<file path="config.mk">
export PLATFORM = sky130hd
export DESIGN_NAME = ptw_top
export DESIGN_NICKNAME = d
export VERILOG_FILES = /design/src/rtl/ptw_pkg.sv /design/src/rtl/ptw_index_split.sv /design/src/rtl/ptw_entry_addr.sv /design/src/rtl/ptw_entry_decode.sv /design/src/rtl/ptw_top.sv
export SDC_FILE = /design/constraint.sdc
export NUM_CORES = 1
export LEC_CHECK = 0
export BUFFER_PORTS_ARGS = -buffer_cell sky130_fd_sc_hd__buf_2
export CAP_MARGIN = 10
export CELL_PAD_IN_SITES_DETAIL_PLACEMENT = 0
export CELL_PAD_IN_SITES_GLOBAL_PLACEMENT = 1
export CORE_ASPECT_RATIO = 0.75
export CORE_MARGIN = 5
export CORE_UTILIZATION = 40
export DETAILED_ROUTE_END_ITERATION = 6
export PLACE_DENSITY_LB_ADDON = 0.1
export SETUP_SLACK_MARGIN = 0.2
export SLEW_MARGIN = 20
export SYNTH_ARGS = -nofsm -noshare
export SYNTH_HDL_FRONTEND = slang
export SYNTH_SLANG_ARGS = --single-unit
</file>
<file path="constraint.sdc">
create_clock -name clk -period 5.3 [get_ports clk]
set_input_delay 0.265 -clock clk [delete_from_list [all_inputs] [get_ports clk]]
set_output_delay 0.265 -clock clk [all_outputs]
set_load 0.005 [all_outputs]
</file>
<file path="src/rtl/ptw_pkg.sv">
package ptw_pkg;

  // Entry attribute bit positions (decoded by the walker)
  localparam int ENT_PRESENT_BIT  = 0;
  localparam int ENT_WRITABLE_BIT = 1;

  typedef enum logic [1:0] {
    CAUSE_DIR_ABSENT = 2'd0,
    CAUSE_TBL_ABSENT = 2'd1,
    CAUSE_WRITE_RO   = 2'd2
  } fault_cause_e;

  typedef enum logic [2:0] {
    ST_IDLE,
    ST_DIR_REQ,
    ST_DIR_WAIT,
    ST_TBL_REQ,
    ST_TBL_WAIT,
    ST_DONE
  } walk_state_e;

endpackage

</file>
<file path="src/rtl/ptw_index_split.sv">
module ptw_index_split #(
  parameter int VA_W      = 32,
  parameter int DIR_IDX_W = 10,
  parameter int TBL_IDX_W = 10,
  localparam int OFF_W    = VA_W - DIR_IDX_W - TBL_IDX_W
) (
  input  logic [VA_W-1:0]      vaddr,
  output logic [DIR_IDX_W-1:0] dir_idx,
  output logic [TBL_IDX_W-1:0] tbl_idx,
  output logic [OFF_W-1:0]     offset
);
  assign dir_idx = vaddr[VA_W-1 -: DIR_IDX_W];
  assign tbl_idx = vaddr[OFF_W +: TBL_IDX_W];
  assign offset  = vaddr[OFF_W-1:0];
endmodule

</file>
<file path="src/rtl/ptw_entry_addr.sv">
module ptw_entry_addr #(
  parameter int PA_W        = 32,
  parameter int IDX_W       = 10,
  parameter int ENTRY_SHIFT = 2
) (
  input  logic [PA_W-1:0]  base,
  input  logic [IDX_W-1:0] idx,
  output logic [PA_W-1:0]  entry_addr
);
  localparam int PAD_W = PA_W - IDX_W - ENTRY_SHIFT;

  function automatic logic [PA_W-1:0] slot_addr(input logic [PA_W-1:0] b,
                                                input logic [IDX_W-1:0] i);
    logic [PA_W-1:0] scaled;
    scaled = {{PAD_W{1'b0}}, i, {ENTRY_SHIFT{1'b0}}};
    return b + scaled;
  endfunction

  assign entry_addr = slot_addr(base, idx);
endmodule

</file>
<file path="src/rtl/ptw_entry_decode.sv">
module ptw_entry_decode #(
  parameter int ENTRY_W = 32,
  parameter int FRAME_W = 20
) (
  input  logic [ENTRY_W-1:0] entry,
  output logic               present,
  output logic               writable,
  output logic [FRAME_W-1:0] frame,
  output logic [ENTRY_W-FRAME_W-3:0] spare
);
  import ptw_pkg::*;
  assign present  = entry[ENT_PRESENT_BIT];
  assign writable = entry[ENT_WRITABLE_BIT];
  assign frame    = entry[ENTRY_W-1 -: FRAME_W];
  assign spare    = entry[ENTRY_W-FRAME_W-1:2];
endmodule

</file>
<file path="src/rtl/ptw_top.sv">
module ptw_top #(
  parameter int VA_W        = 32,
  parameter int PA_W        = 32,
  parameter int DIR_IDX_W   = 10,
  parameter int TBL_IDX_W   = 10,
  parameter int ENTRY_BYTES = 4
) (
  input  logic            clk,
  input  logic            rst_n,
  input  logic [PA_W-1:0] root_base,
  input  logic            req_valid,
  output logic            req_ready,
  input  logic [VA_W-1:0] req_vaddr,
  input  logic            req_write,
  output logic            mem_req_valid,
  input  logic            mem_req_ready,
  output logic [PA_W-1:0] mem_req_addr,
  input  logic            mem_rsp_valid,
  input  logic [8*ENTRY_BYTES-1:0] mem_rsp_data,
  output logic            res_valid,
  input  logic            res_ready,
  output logic            res_fault,
  output logic [1:0]      res_cause,
  output logic [PA_W-1:0] res_paddr,
  output logic [VA_W-1:0] res_vaddr
);
  import ptw_pkg::*;

  localparam int OFF_W       = VA_W - DIR_IDX_W - TBL_IDX_W;
  localparam int FRAME_W     = PA_W - OFF_W;
  localparam int ENTRY_W     = 8 * ENTRY_BYTES;
  localparam int ENTRY_SHIFT = $clog2(ENTRY_BYTES);
  localparam int SPARE_W     = ENTRY_W - FRAME_W - 2;

  walk_state_e          state_q;
  logic [VA_W-1:0]      vaddr_q;
  logic                 write_q;
  logic [PA_W-1:0]      root_q;
  logic [FRAME_W-1:0]   dir_frame_q;
  logic                 dir_wr_q;
  logic                 fault_q;
  fault_cause_e         cause_q;
  logic [PA_W-1:0]      paddr_q;

  logic [DIR_IDX_W-1:0] dir_idx;
  logic [TBL_IDX_W-1:0] tbl_idx;
  logic [OFF_W-1:0]     offset;
  logic [PA_W-1:0]      dir_entry_addr;
  logic [PA_W-1:0]      tbl_entry_addr;
  logic [PA_W-1:0]      tbl_base;
  logic                 ent_present;
  logic                 ent_writable;
  logic [FRAME_W-1:0]   ent_frame;
  logic [SPARE_W-1:0]   ent_spare;

  // Named events for observation
  logic walk_accept;
  logic dir_rsp_evt;
  logic tbl_rsp_evt;
  logic result_taken;
  logic write_denied;

  ptw_index_split #(.VA_W(VA_W), .DIR_IDX_W(DIR_IDX_W), .TBL_IDX_W(TBL_IDX_W)) u_split (
    .vaddr  (vaddr_q),
    .dir_idx(dir_idx),
    .tbl_idx(tbl_idx),
    .offset (offset)
  );

  assign tbl_base = {dir_frame_q, {OFF_W{1'b0}}};

  ptw_entry_addr #(.PA_W(PA_W), .IDX_W(DIR_IDX_W), .ENTRY_SHIFT(ENTRY_SHIFT)) u_dir_addr (
    .base      (root_q),
    .idx       (dir_idx),
    .entry_addr(dir_entry_addr)
  );

  ptw_entry_addr #(.PA_W(PA_W), .IDX_W(TBL_IDX_W), .ENTRY_SHIFT(ENTRY_SHIFT)) u_tbl_addr (
    .base      (tbl_base),
    .idx       (tbl_idx),
    .entry_addr(tbl_entry_addr)
  );

  ptw_entry_decode #(.ENTRY_W(ENTRY_W), .FRAME_W(FRAME_W)) u_decode (
    .entry   (mem_rsp_data),
    .present (ent_present),
    .writable(ent_writable),
    .frame   (ent_frame),
    .spare   (ent_spare)
  );

  assign walk_accept  = (state_q == ST_IDLE) && req_valid;
  assign dir_rsp_evt  = (state_q == ST_DIR_WAIT) && mem_rsp_valid;
  assign tbl_rsp_evt  = (state_q == ST_TBL_WAIT) && mem_rsp_valid;
  assign result_taken = (state_q == ST_DONE) && res_ready;
  assign write_denied = write_q && !(dir_wr_q && ent_writable);

  always_ff @(posedge clk) begin
    if (!rst_n) begin
      state_q     <= ST_IDLE;
      vaddr_q     <= '0;
      write_q     <= 1'b0;
      root_q      <= '0;
      dir_frame_q <= '0;
      dir_wr_q    <= 1'b0;
      fault_q     <= 1'b0;
      cause_q     <= CAUSE_DIR_ABSENT;
      paddr_q     <= '0;
    end else begin
      case (state_q)
        ST_IDLE: if (walk_accept) begin
          vaddr_q <= req_vaddr;
          write_q <= req_write;
          root_q  <= root_base;
          state_q <= ST_DIR_REQ;
        end
        ST_DIR_REQ: if (mem_req_ready) state_q <= ST_DIR_WAIT;
        ST_DIR_WAIT: if (dir_rsp_evt) begin
          if (!ent_present) begin
            fault_q <= 1'b1;
            cause_q <= CAUSE_DIR_ABSENT;
            paddr_q <= '0;
            state_q <= ST_DONE;
          end else begin
            dir_frame_q <= ent_frame;
            dir_wr_q    <= ent_writable;
            state_q     <= ST_TBL_REQ;
          end
        end
        ST_TBL_REQ: if (mem_req_ready) state_q <= ST_TBL_WAIT;
        ST_TBL_WAIT: if (tbl_rsp_evt) begin
          state_q <= ST_DONE;
          if (!ent_present) begin
            fault_q <= 1'b1;
            cause_q <= CAUSE_TBL_ABSENT;
            paddr_q <= '0;
          end else if (write_denied) begin
            fault_q <= 1'b1;
            cause_q <= CAUSE_WRITE_RO;
            paddr_q <= '0;
          end else begin
            fault_q <= 1'b0;
            cause_q <= CAUSE_DIR_ABSENT;
            paddr_q <= {ent_frame, offset};
          end
        end
        ST_DONE: if (result_taken) state_q <= ST_IDLE;
        default: state_q <= ST_IDLE;
      endcase
    end
  end

  assign req_ready     = (state_q == ST_IDLE);
  assign mem_req_valid = (state_q == ST_DIR_REQ) || (state_q == ST_TBL_REQ);
  assign mem_req_addr  = (state_q == ST_TBL_REQ) ? tbl_entry_addr : dir_entry_addr;
  assign res_valid     = (state_q == ST_DONE);
  assign res_fault     = fault_q;
  assign res_cause     = cause_q;
  assign res_paddr     = paddr_q;
  assign res_vaddr     = vaddr_q;

endmodule

</file>
==> impl_metrics.py <==
metrics = {
    "placed_design": {
        "gp_congestion": 0.833,
        "place_ws_ns": 2.13,
        "portBuffers": 194,
        "hpwl_um": 12200,
        "place_area_mm2": 0.00718,
    },
    "worst_setup_path": {
        "cp-start-kind": "register",
        "endpoint_kind": "output pin",
        "reg2reg_from": "state_q[2]",
        "rr_worst_depth": 8,
        "worstReg2RegEnd": "res_paddr[26]",
        "critPathMaxStageDelay_ns": 0.88,
        "slowest_stage": "a221oi_2",
        "cp.required_ns": 5.04,
        "regToRegSetupSlack_ns": 2.72,
        "startpoint": "res_vaddr[28]",
        "critical_path_class": "register to output pin",
        "worstPathArrival_ns": 3.24,
        "worstPathCellList": "ha_1 > a21o_1 > a221oi_2 > o21ai_2 > nor3b_1 > xnor2_1 > o21ai_0 > buf_2",
        "critPathMaxFanout": 11,
    },
    "min_path": {
        "hp-start": "req_vaddr[10]",
        "hold_class": "input pin to register",
        "worst_hold_path.endpoint": "res_vaddr[10]",
        "hold_depth": 3,
    },
    "sta": {
        "setup_viol": 0,
        "period_share_pct": 66.2,
        "slew_violations": 0,
        "hold_slack_ns": 0.106,
        "max_freq_mhz": 285,
        "maxSlewHeadroom_pct": 29.3,
        "finalSetupTns_ns": 0,
        "period_needed_ns": 3.51,
        "worst_slack_ns": 1.79,
        "finalClockSkew_ns": 0.00711,
        "rsz0062_at_grt": "no",
        "hold_viol": 0,
        "worstMarginPinSlew_ns": 1.06,
    },
    "detailed_routing": {
        "ant_nets": 0,
        "drt-initial-drc-count": 224,
        "drc": 0,
        "first_pass_iters": 5,
        "vias_per_cell": 4.95,
        "drt-total-wl_um": 16900,
        "vias": 5507,
        "wl_per_cell_um": 15.2,
    },
    "synthesis": {
        "post-synth-top-area-cell": "dfxtp_1",
        "ys_types": 47,
        "synth_edf_count": 0,
        "synth_seq_cells": 124,
        "syn_area_mm2": 0.00612,
        "syn_area_per_cell_um2": 8.46,
        "synthesis.instances": 724,
        "netlist_top_cells_area": "dfxtp_1, nand2_1, a21boi_0",
        "async_flop_share_pct": 0,
        "syn_nets": 838,
        "yosysSeqAreaShare_pct": 40.5,
        "yosysWarnings": 0,
        "synth_top_cell_area_share_pct": 40.5,
        "ys.flop_type": "dfxtp_1",
    },
    "die": {
        "die_area_mm2": 0.0179,
        "ios": 205,
        "core-area_mm2": 0.0151,
        "start_util_pct": 40.5,
        "fp.dieW_um": 153,
        "die_y_um": 117,
        "rows": 39,
    },
    "final_layout": {
        "final_cell_mix": "nand2_1, buf_2, dfxtp_1",
        "drive_above_1_share_pct": 31.8,
        "fin_util_pct": 51.3,
        "final_area_mm2": 0.00775,
        "seqCellArea_mm2": 0.00248,
        "final_common_cell": "nand2_1",
        "multiInputGateArea_mm2": 0.00340,
        "fillers": 1543,
        "nNetsFinal": 1009,
        "area_growth_pct": 26.7,
    },
    "pwr": {
        "ir_worst_vdd_uv": 219,
        "p_sw_share_pct": 26.0,
        "p_clk_share_pct": 44.3,
        "internal_power_mw": 1.85,
        "power_leakage_nw": 3.20,
        "seqPwrFrac_pct": 41.5,
        "p_comb_share_pct": 14.3,
        "cellPowerDensity_mw_per_mm2": 321,
        "switchingPower_uw": 648,
    },
    "cts": {
        "clock_latency_ns": 0.41,
        "root_buffer": "clkbuf_16",
        "post_cts_buffers": 0,
        "clk_path_buf_depth": 2,
        "cts_tree": "built",
        "ctsHoldBuffers": 0,
        "cts_buffers": 17,
        "post_cts_resized": 0,
        "h-tree-depth": 4,
        "clk_pin_slew_ns": 0.05,
        "cts.sinks": 124,
    },
    "flow_run": {
        "cap_violations": 0,
    },
    "grt": {
        "track_usage_pct": 18.9,
        "first_global_vias": 5413,
        "antenna_found_initial": 4,
        "grt_pass1_wl_um": 27200,
        "gr-total-overflow": 0,
        "grt_start_max_net_pins": 125,
    },
    "status": {
        "status": "completed",
    },
}
-- logic make-up after synthesis --
logic type	share of synthesized area [%]
and+or+nand+nor	23.7
AOI/OAI and AO/OA	25.1
DFF	40.5
buffers and inverters	4.01
xor gates and xnor gates	3.86
adders and majority gates	2.37
muxes	0.327
-- synthesized netlist by cell type (2+ instances only) --
library cell / count
nor2_1: 20
and3_1: 4
a21oi_1: 20
dfxtp_1: 124
a22oi_1: 4
xor2_1: 11
a22oi_2: 29
and2_1: 6
clkbuf_1: 29
ha_1: 10
inv_1: 5
o21bai_4: 2
nor4b_1: 2
xnor2_1: 16
and4_1: 3
o21ai_0: 26
nor2b_2: 20
nand3_1: 7
nand2_1: 215
a211oi_1: 7
a21o_1: 3
a31oi_1: 4
nand4_1: 8
nor3b_1: 3
buf_6: 3
nor3_1: 2
a2111oi_4: 2
buf_2: 15
a21boi_0: 88
nor2b_1: 17
nand2b_1: 2
mux2i_1: 2
-- power by group through the flow --
stage	sequential [mW]	clock, mW	combinational (mW)
6_report	1.03	1.10	0.356
5_1_grt	1.04	1.18	0.404
4_1_cts	1.03	1.13	0.364
3_5_place_dp	1.05	0	0.362
3_3_place_gp	1.05	0	0.358
2_1_floorplan	1.04	0	0.216
-- metrics by stage --
step	total power, mW	cells
after global routing	2.62	1113
final	2.49	1113
after global placement	1.41	1080
after CTS	2.53	1111
after floorplan	1.26	724
after detailed placement	1.42	1080
-- worst max-delay path, delay by kind of cell (launching register included) --
family,cells,cell delay [ns]
compound gates,4,1.59
fa+ha+maj,1,0.38
flops,1,0.32
simple gates,1,0.26
buf+inv,1,0.14
xor+xnor,1,0.13
-- per-layer routing --
metal,track usage [%],wire length [µm]
met3,7.09,1120
met1,24.3,7890
met4,5.76,218
met2,30.0,7660
met5,0,22
-- worst max-delay path by stage --
stage / endpoint / cells past startpoint
final: mem_req_addr[30] / 8
after CTS: mem_req_addr[30] / 8
after global placement: mem_req_addr[30] / 8
after detailed placement: res_paddr[26] / 8
after floorplan: mem_req_addr[30] / 8
after global routing: mem_req_addr[30] / 8
-- state kept, by name, indices dropped and copies added, names as in the netlist --
register     flops
dir_frame_q     20
dir_wr_q         1
res_cause        2
res_fault        1
res_paddr       32
res_vaddr       32
root_q          32
state_q          3
write_q          1
-- cell type report --
cell class	count	share of cell area, %
timing repair buffer	200	13.2
clock inverter	7	1.16
tap	205	3.31
antenna	1	0.0323
multi-input combinational	546	43.9
clock buffer	24	6.08
inverter	6	0.290
sequential	124	32.0
No activity file was read; power rests on OpenSTA's default activity.
